--- src/rtl/rxq_pkg.sv ---
`timescale 1ns/1ps
package rxq_pkg;
    localparam int DATA_W = 8;

    typedef enum logic [1:0] {
        ST_IDLE  = 2'd0,
        ST_START = 2'd1,
        ST_DATA  = 2'd2,
        ST_STOP  = 2'd3
    } rx_state_e;

    typedef struct packed {
        logic              ferr;
        logic              bit9;
        logic [DATA_W-1:0] data;
    } rxq_entry_t;
endpackage

--- src/rtl/rxq_sync.sv ---
`timescale 1ns/1ps
module rxq_sync #(
    parameter int STAGES = 2
) (
    input  logic clk,
    input  logic rst_n,
    input  logic din,
    output logic dout
);
    logic [STAGES-1:0] sync_d, sync_q;

    always_comb begin
        sync_d = {sync_q[STAGES-2:0], din};
    end

    always_ff @(posedge clk or negedge rst_n) begin
        if (!rst_n) sync_q <= '1;
        else        sync_q <= sync_d;
    end

    assign dout = sync_q[STAGES-1];
endmodule

--- src/rtl/rxq_bitrx.sv ---
`timescale 1ns/1ps
module rxq_bitrx
    import rxq_pkg::*;
#(
    parameter int OVS = 16
) (
    input  logic       clk,
    input  logic       rst_n,
    input  logic       tick,
    input  logic       rx_s,
    input  logic       en,
    input  logic       mode9,
    output logic       frame_vld,
    output rxq_entry_t frame
);
    localparam int CW  = $clog2(OVS);
    localparam int SA  = OVS / 2 - 1;
    localparam int SB  = OVS / 2;
    localparam int SC  = OVS / 2 + 1;
    localparam int IW  = $clog2(DATA_W + 2);

    typedef struct packed {
        rx_state_e     st;
        logic [CW-1:0] cnt;
        logic [IW-1:0] idx;
        logic [1:0]    ones;
        logic [DATA_W:0] sh;
        logic          vld;
        rxq_entry_t    ent;
    } bitrx_t;

    bitrx_t r_d, r_q;
    logic [1:0]    vote_ones;
    logic          bit_val;
    logic [IW-1:0] last_idx;
    logic          at_end;

    always_comb begin
        r_d       = r_q;
        r_d.vld   = 1'b0;
        vote_ones = r_q.ones + 2'(rx_s);
        bit_val   = (vote_ones >= 2'd2);
        last_idx  = mode9 ? IW'(DATA_W) : IW'(DATA_W - 1);
        at_end    = (r_q.cnt == CW'(OVS - 1));

        if (!en) begin
            r_d    = '0;
            r_d.st = ST_IDLE;
        end else if (tick) begin
            if (r_q.st == ST_IDLE) begin
                if (!rx_s) begin
                    r_d.st   = ST_START;
                    r_d.cnt  = CW'(1);
                    r_d.ones = 2'd0;
                end
            end else begin
                r_d.cnt = at_end ? '0 : r_q.cnt + CW'(1);
                if (r_q.cnt == CW'(SA) || r_q.cnt == CW'(SB)) begin
                    r_d.ones = vote_ones;
                end
                case (r_q.st)
                    ST_START: begin
                        if (r_q.cnt == CW'(SB) && rx_s) begin
                            r_d.st  = ST_IDLE;
                            r_d.cnt = '0;
                        end else if (at_end) begin
                            r_d.st   = ST_DATA;
                            r_d.idx  = '0;
                            r_d.ones = 2'd0;
                            r_d.sh   = '0;
                        end
                    end
                    ST_DATA: begin
                        if (r_q.cnt == CW'(SC)) begin
                            for (int b = 0; b <= DATA_W; b++) begin
                                if (r_q.idx == IW'(b)) r_d.sh[b] = bit_val;
                            end
                            r_d.ones = 2'd0;
                        end
                        if (at_end) begin
                            if (r_q.idx == last_idx) r_d.st = ST_STOP;
                            else                     r_d.idx = r_q.idx + IW'(1);
                        end
                    end
                    ST_STOP: begin
                        if (r_q.cnt == CW'(SC)) begin
                            r_d.vld      = 1'b1;
                            r_d.ent.data = r_q.sh[DATA_W-1:0];
                            r_d.ent.bit9 = mode9 & r_q.sh[DATA_W];
                            r_d.ent.ferr = ~bit_val;
                            r_d.st       = ST_IDLE;
                            r_d.cnt      = '0;
                            r_d.ones     = 2'd0;
                        end
                    end
                    default: r_d.st = ST_IDLE;
                endcase
            end
        end
    end

    always_ff @(posedge clk or negedge rst_n) begin
        if (!rst_n) begin
            r_q    <= '0;
            r_q.st <= ST_IDLE;
        end else begin
            r_q <= r_d;
        end
    end

    assign frame_vld = r_q.vld;
    assign frame     = r_q.ent;
endmodule

--- src/rtl/rxq_fifo.sv ---
`timescale 1ns/1ps
module rxq_fifo
    import rxq_pkg::*;
#(
    parameter int DEPTH = 2
) (
    input  logic                       clk,
    input  logic                       rst_n,
    input  logic                       push,
    input  logic                       pop,
    input  rxq_entry_t                 wdata,
    output rxq_entry_t                 head,
    output logic                       empty,
    output logic                       full,
    output logic [$clog2(DEPTH+1)-1:0] count
);
    localparam int PW  = (DEPTH > 1) ? $clog2(DEPTH) : 1;
    localparam int NW  = $clog2(DEPTH + 1);

    typedef struct packed {
        rxq_entry_t [DEPTH-1:0] mem;
        logic [PW-1:0]          wp;
        logic [PW-1:0]          rp;
        logic [NW-1:0]          cnt;
    } fifo_t;

    fifo_t f_d, f_q;
    logic  do_push, do_pop;

    always_comb begin
        f_d     = f_q;
        do_pop  = pop && (f_q.cnt != '0);
        do_push = push && (f_q.cnt != NW'(DEPTH));
        if (do_push) begin
            for (int i = 0; i < DEPTH; i++) begin
                if (f_q.wp == PW'(i)) f_d.mem[i] = wdata;
            end
            f_d.wp = (f_q.wp == PW'(DEPTH - 1)) ? '0 : f_q.wp + PW'(1);
        end
        if (do_pop) begin
            f_d.rp = (f_q.rp == PW'(DEPTH - 1)) ? '0 : f_q.rp + PW'(1);
        end
        case ({do_push, do_pop})
            2'b10:   f_d.cnt = f_q.cnt + NW'(1);
            2'b01:   f_d.cnt = f_q.cnt - NW'(1);
            default: f_d.cnt = f_q.cnt;
        endcase
    end

    always_ff @(posedge clk or negedge rst_n) begin
        if (!rst_n) f_q <= '0;
        else        f_q <= f_d;
    end

    always_comb begin
        head = f_q.mem[0];
        for (int i = 0; i < DEPTH; i++) begin
            if (f_q.rp == PW'(i)) head = f_q.mem[i];
        end
    end

    assign empty = (f_q.cnt == '0);
    assign full  = (f_q.cnt == NW'(DEPTH));
    assign count = f_q.cnt;
endmodule

--- src/rtl/async_rx_queue.sv ---
`timescale 1ns/1ps
module async_rx_queue
    import rxq_pkg::*;
#(
    parameter int OVS   = 16,
    parameter int DEPTH = 2
) (
    input  logic              clk,
    input  logic              rst_n,
    input  logic              tick16,
    input  logic              rx_line,
    input  logic              rx_en,
    input  logic              nine_bit_mode,
    input  logic              irq_en,
    input  logic              rd_pop,
    output logic [DATA_W-1:0] rd_data,
    output logic              rd_bit9,
    output logic              rd_ferr,
    output logic              data_avail,
    output logic              irq,
    output logic              overrun
);
    localparam int NW = $clog2(DEPTH + 1);

    typedef struct packed {
        logic ovr;
    } top_t;

    logic          rx_s;
    logic          frame_vld;
    rxq_entry_t    frame;
    rxq_entry_t    head;
    logic          fifo_empty, fifo_full;
    logic [NW-1:0] fifo_cnt;
    logic          push;
    top_t          t_d, t_q;

    rxq_sync #(.STAGES(2)) u_sync (
        .clk  (clk),
        .rst_n(rst_n),
        .din  (rx_line),
        .dout (rx_s)
    );

    rxq_bitrx #(.OVS(OVS)) u_bitrx (
        .clk      (clk),
        .rst_n    (rst_n),
        .tick     (tick16),
        .rx_s     (rx_s),
        .en       (rx_en),
        .mode9    (nine_bit_mode),
        .frame_vld(frame_vld),
        .frame    (frame)
    );

    always_comb begin
        t_d  = t_q;
        push = frame_vld && !t_q.ovr && !fifo_full;
        if (!rx_en)                                 t_d.ovr = 1'b0;
        else if (frame_vld && !t_q.ovr && fifo_full) t_d.ovr = 1'b1;
    end

    always_ff @(posedge clk or negedge rst_n) begin
        if (!rst_n) t_q <= '0;
        else        t_q <= t_d;
    end

    rxq_fifo #(.DEPTH(DEPTH)) u_fifo (
        .clk  (clk),
        .rst_n(rst_n),
        .push (push),
        .pop  (rd_pop),
        .wdata(frame),
        .head (head),
        .empty(fifo_empty),
        .full (fifo_full),
        .count(fifo_cnt)
    );

    assign rd_data    = head.data;
    assign rd_bit9    = head.bit9;
    assign rd_ferr    = head.ferr;
    assign data_avail = !fifo_empty;
    assign irq        = data_avail & irq_en;
    assign overrun    = t_q.ovr;
endmodule

--- config.mk ---
export PLATFORM = sky130hd
export DESIGN_NAME = async_rx_queue
export DESIGN_NICKNAME = d
export VERILOG_FILES = /design/src/rtl/rxq_pkg.sv /design/src/rtl/rxq_sync.sv /design/src/rtl/rxq_bitrx.sv /design/src/rtl/rxq_fifo.sv /design/src/rtl/async_rx_queue.sv
export SDC_FILE = /design/constraint.sdc
export NUM_CORES = 1
export LEC_CHECK = 0
export BUFFER_PORTS_ARGS = -buffer_cell sky130_fd_sc_hd__buf_2
export CAP_MARGIN = 5
export CORE_UTILIZATION = 50
export CTS_BUF_LIST = sky130_fd_sc_hd__clkbuf_8
export DETAILED_ROUTE_END_ITERATION = 12
export MAX_ROUTING_LAYER = met4
export PLACE_DENSITY_LB_ADDON = 0.05
export RECOVER_POWER = 100
export SLEW_MARGIN = 20
export SYNTH_ARGS = -nofsm -noshare
export SYNTH_HDL_FRONTEND = slang
export SYNTH_HIERARCHICAL = 1
export SYNTH_SLANG_ARGS = --single-unit
--- constraint.sdc ---
create_clock -name clk -period 3.1 [get_ports clk]
set_input_delay 0.465 -clock clk [delete_from_list [all_inputs] [get_ports clk]]
set_output_delay 0.465 -clock clk [all_outputs]
set_load 0.02 [all_outputs]
==> impl_metrics.toml <==
[status]
status = "completed"

[cells_and_area]
final_net_count = 306
final_cells = 369
layout-drive-gt1-share_pct = 19.4
area_growth_pct = 6.18
antenna-diode-count = 0
n_fill_cell = 537
fin_util_pct = 55.2
post-route-cell-area_um2 = 3270

[timing]
rsz0062_at_grt = "no"
totalNegativeSetupSlack_ps = 0
slew_headroom_pct = 31.0
slew_violations = 0
hold_viol_final = 0
finClkSkew_ps = 12.6
fmax_ghz = 0.424
report.final.setup_viol = 0
timing.final.crit_share_pct = 76.0
min_period_ps = 2360
worst_pin_slew_ps = 1030

[die]
start_util_pct = 52.0
die_area_um2 = 6470
io-pin-count = 21
std_cell_rows = 28
chipWidth_um = 80.5
core_area_um2 = 5920
die_span_in_y_um = 80.5

[worst_setup_path]
crit-reg2reg-capture = "u_bitrx/r_q[31]$_DFFE_PN0P_"
cp_top_family = "compound AO/OA/AOI/OAI gates"
critical_path.startpoint_type = "flip-flop"
worstSetupPathType = "reg -> reg"
timing.reg2reg.setup_slack_ps = 740
path_buf_inv = 0
crit_required_ps = 3330
path_cells = "nor3b_1 > o21ai_0 > o221ai_1 > o41ai_1"
critical_path.endpoint_type = "flip-flop"
r2r-start = "u_bitrx/r_q[31]$_DFFE_PN0P_"
crit_path_top_delay_cell = "sky130_fd_sc_hd__o21ai_0"
critPathArrivalTime_ps = 2590
worst-r2r-cell-count = 4
worst-path-max-fanout = 10
delay_of_the_slowest_critical_path_stage_ps = 780

[clock_tree]
clock-root-buffer = "sky130_fd_sc_hd__clkbuf_8"
max-clock-path-buffers = 2
postCtsResizedCells = 0
ctsHoldBuffers = 0
clock_tree_from_tritoncts = "built"
clock-sinks = 59
cts_inserted_buffers = 9
worstSkewPairLatency_ps = 340
clk_pin_slew_worst_paths_ps = 70
cts_htree_levels = 3
cts_setup_buffers = 0

[placement]
port_bufs = 20
post_dp_cell_area_um2 = 3130
finalWeightedCongestion = 0.810
placedCellCount = 353
dpl.hpwl_um = 3680

[global_routing]
grt.overflow.total = 0
antenna_violations_before_repair = 0
largest_net_degree_at_the_start_of_global_routing = 43
grt_use_total_pct = 19.9
grt_pass1_vias = 1884
grt_first_pass_wirelength_um = 9290

[power_and_ir_drop]
power-per-cell-area_nw_per_um2 = 532
power.combinational.fraction_pct = 11.4
internal_power_mw = 1.27
power.ir.vdd_worst_v = 0.000300
power_mw = 1.74
clockPowerShare_pct = 39.4
total_leakage_power_nw = 1.47
part_of_the_power_in_registers_pct = 49.2
switchingPower_uw = 468
power.switching_fraction_pct = 27.0

[synth]
syn-mean-instance-area_um2 = 11.0
syn-instance-count = 279
synth-warning-count = 6
syn_nets = 296
post_synth_instance_area_um2 = 3080

[routing]
drt_first_iter_violations = 77
post_drt_via_cell_ratio = 5.36
finalWirelength_um = 5450
drt_first_pass_iters = 4
via_count = 1979
routed_wire_length_per_instance_um = 14.8
ant_nets = 0
drcViolationCount = 0

[worst_hold_path]
hold_path_startpoint = "rx_line"
min_path_type = "in -> reg"
timing.hold.worst_path_depth = 1
worst_hold_path.endpoint = "u_sync/sync_q[0]$_DFF_PN1_"

[run]
maxCapViolCount = 0
[cell usage in the layout, fill, tap and decap left out, types with 4 or more instances in the layout]
cell / n
sky130_fd_sc_hd__a21oi_1: 14
sky130_fd_sc_hd__nor2b_1: 7
sky130_fd_sc_hd__clkbuf_1: 15
sky130_fd_sc_hd__ha_1: 9
sky130_fd_sc_hd__mux2i_1: 10
sky130_fd_sc_hd__dfrtp_1: 57
sky130_fd_sc_hd__o21ai_0: 14
sky130_fd_sc_hd__mux2_2: 30
sky130_fd_sc_hd__nor2_1: 7
sky130_fd_sc_hd__nand2_1: 33
sky130_fd_sc_hd__xnor2_1: 4
sky130_fd_sc_hd__a22o_1: 9
sky130_fd_sc_hd__buf_2: 6
sky130_fd_sc_hd__nand3_1: 9
sky130_fd_sc_hd__inv_1: 11
sky130_fd_sc_hd__clkbuf_8: 10
[worst max-delay path by stage]
stage	start	cells past startpoint	slack, ps	end
6_report	u_bitrx/r_q[31]$_DFFE_PN0P_	4	740	u_bitrx/r_q[31]$_DFFE_PN0P_
3_5_place_dp	u_fifo/count[0]$_DFFE_PN0P_	5	940	u_fifo/f_q[12]$_DFFE_PN0P_
2_1_floorplan	u_bitrx/r_q[26]$_DFFE_PN0P_	7	1370	u_bitrx/r_q[25]$_DFFE_PN0P_
3_3_place_gp	u_fifo/count[0]$_DFFE_PN0P_	5	1050	u_fifo/f_q[11]$_DFFE_PN0P_
4_1_cts	u_fifo/count[0]$_DFFE_PN0P_	5	910	u_fifo/f_q[12]$_DFFE_PN0P_
5_1_grt	u_bitrx/r_q[31]$_DFFE_PN0P_	4	520	u_bitrx/r_q[31]$_DFFE_PN0P_
[routing by layer]
layer  up-vias  GRT usage, %  routed length, um  share of wire, %
met4         0          10.7                 92               1.7
met3        11          4.77                178               3.3
met5         -             -                  0                 0
met1       944          26.6               2780                51
li1        994             -                  -                 -
met2        30          27.8               2390                44
[power by group through the flow]
stage	Sequential (mW)	Combinational, mW	Clock (mW)
2_1_floorplan	0.837	0.194	0
3_3_place_gp	0.873	0.211	0
3_5_place_dp	0.875	0.214	0
4_1_cts	0.861	0.216	0.704
5_1_grt	0.861	0.224	0.742
6_report	0.855	0.198	0.685
[per-stage QoR]
step	hold slack, ps	setup slack, ps
2_1_floorplan	169	1370
3_3_place_gp	346	1050
3_5_place_dp	347	936
4_1_cts	55.1	910
5_1_grt	201	517
6_report	220	743
[worst reg2reg max path, cell delays in order (launching register included)]
cell                       delay (ps)
sky130_fd_sc_hd__dfrtp_1          550
sky130_fd_sc_hd__nor3b_1          110
sky130_fd_sc_hd__o21ai_0          780
sky130_fd_sc_hd__o221ai_1         400
sky130_fd_sc_hd__o41ai_1          410
[layout make-up]
type                    count  area [um2]  area share, %
clock inverters             6        56.3           1.72
inverters                  10        37.5           1.15
well taps                  75        93.8           2.87
clock buffers              10         138           4.21
multi-input cells         187        1370           42.0
repair buffers             22        91.3           2.79
flip-flops and latches     59        1480           45.3
[registers in the layout, indices dropped and copies added (netlist names)]
signal and count:
u_fifo/f_q 22, u_fifo/count 2, u_bitrx/frame 10, u_bitrx/r_q 21, overrun 1, u_sync/sync_q 2
u_bitrx/frame_vld 1
Power figures use the tool's default switching activity.
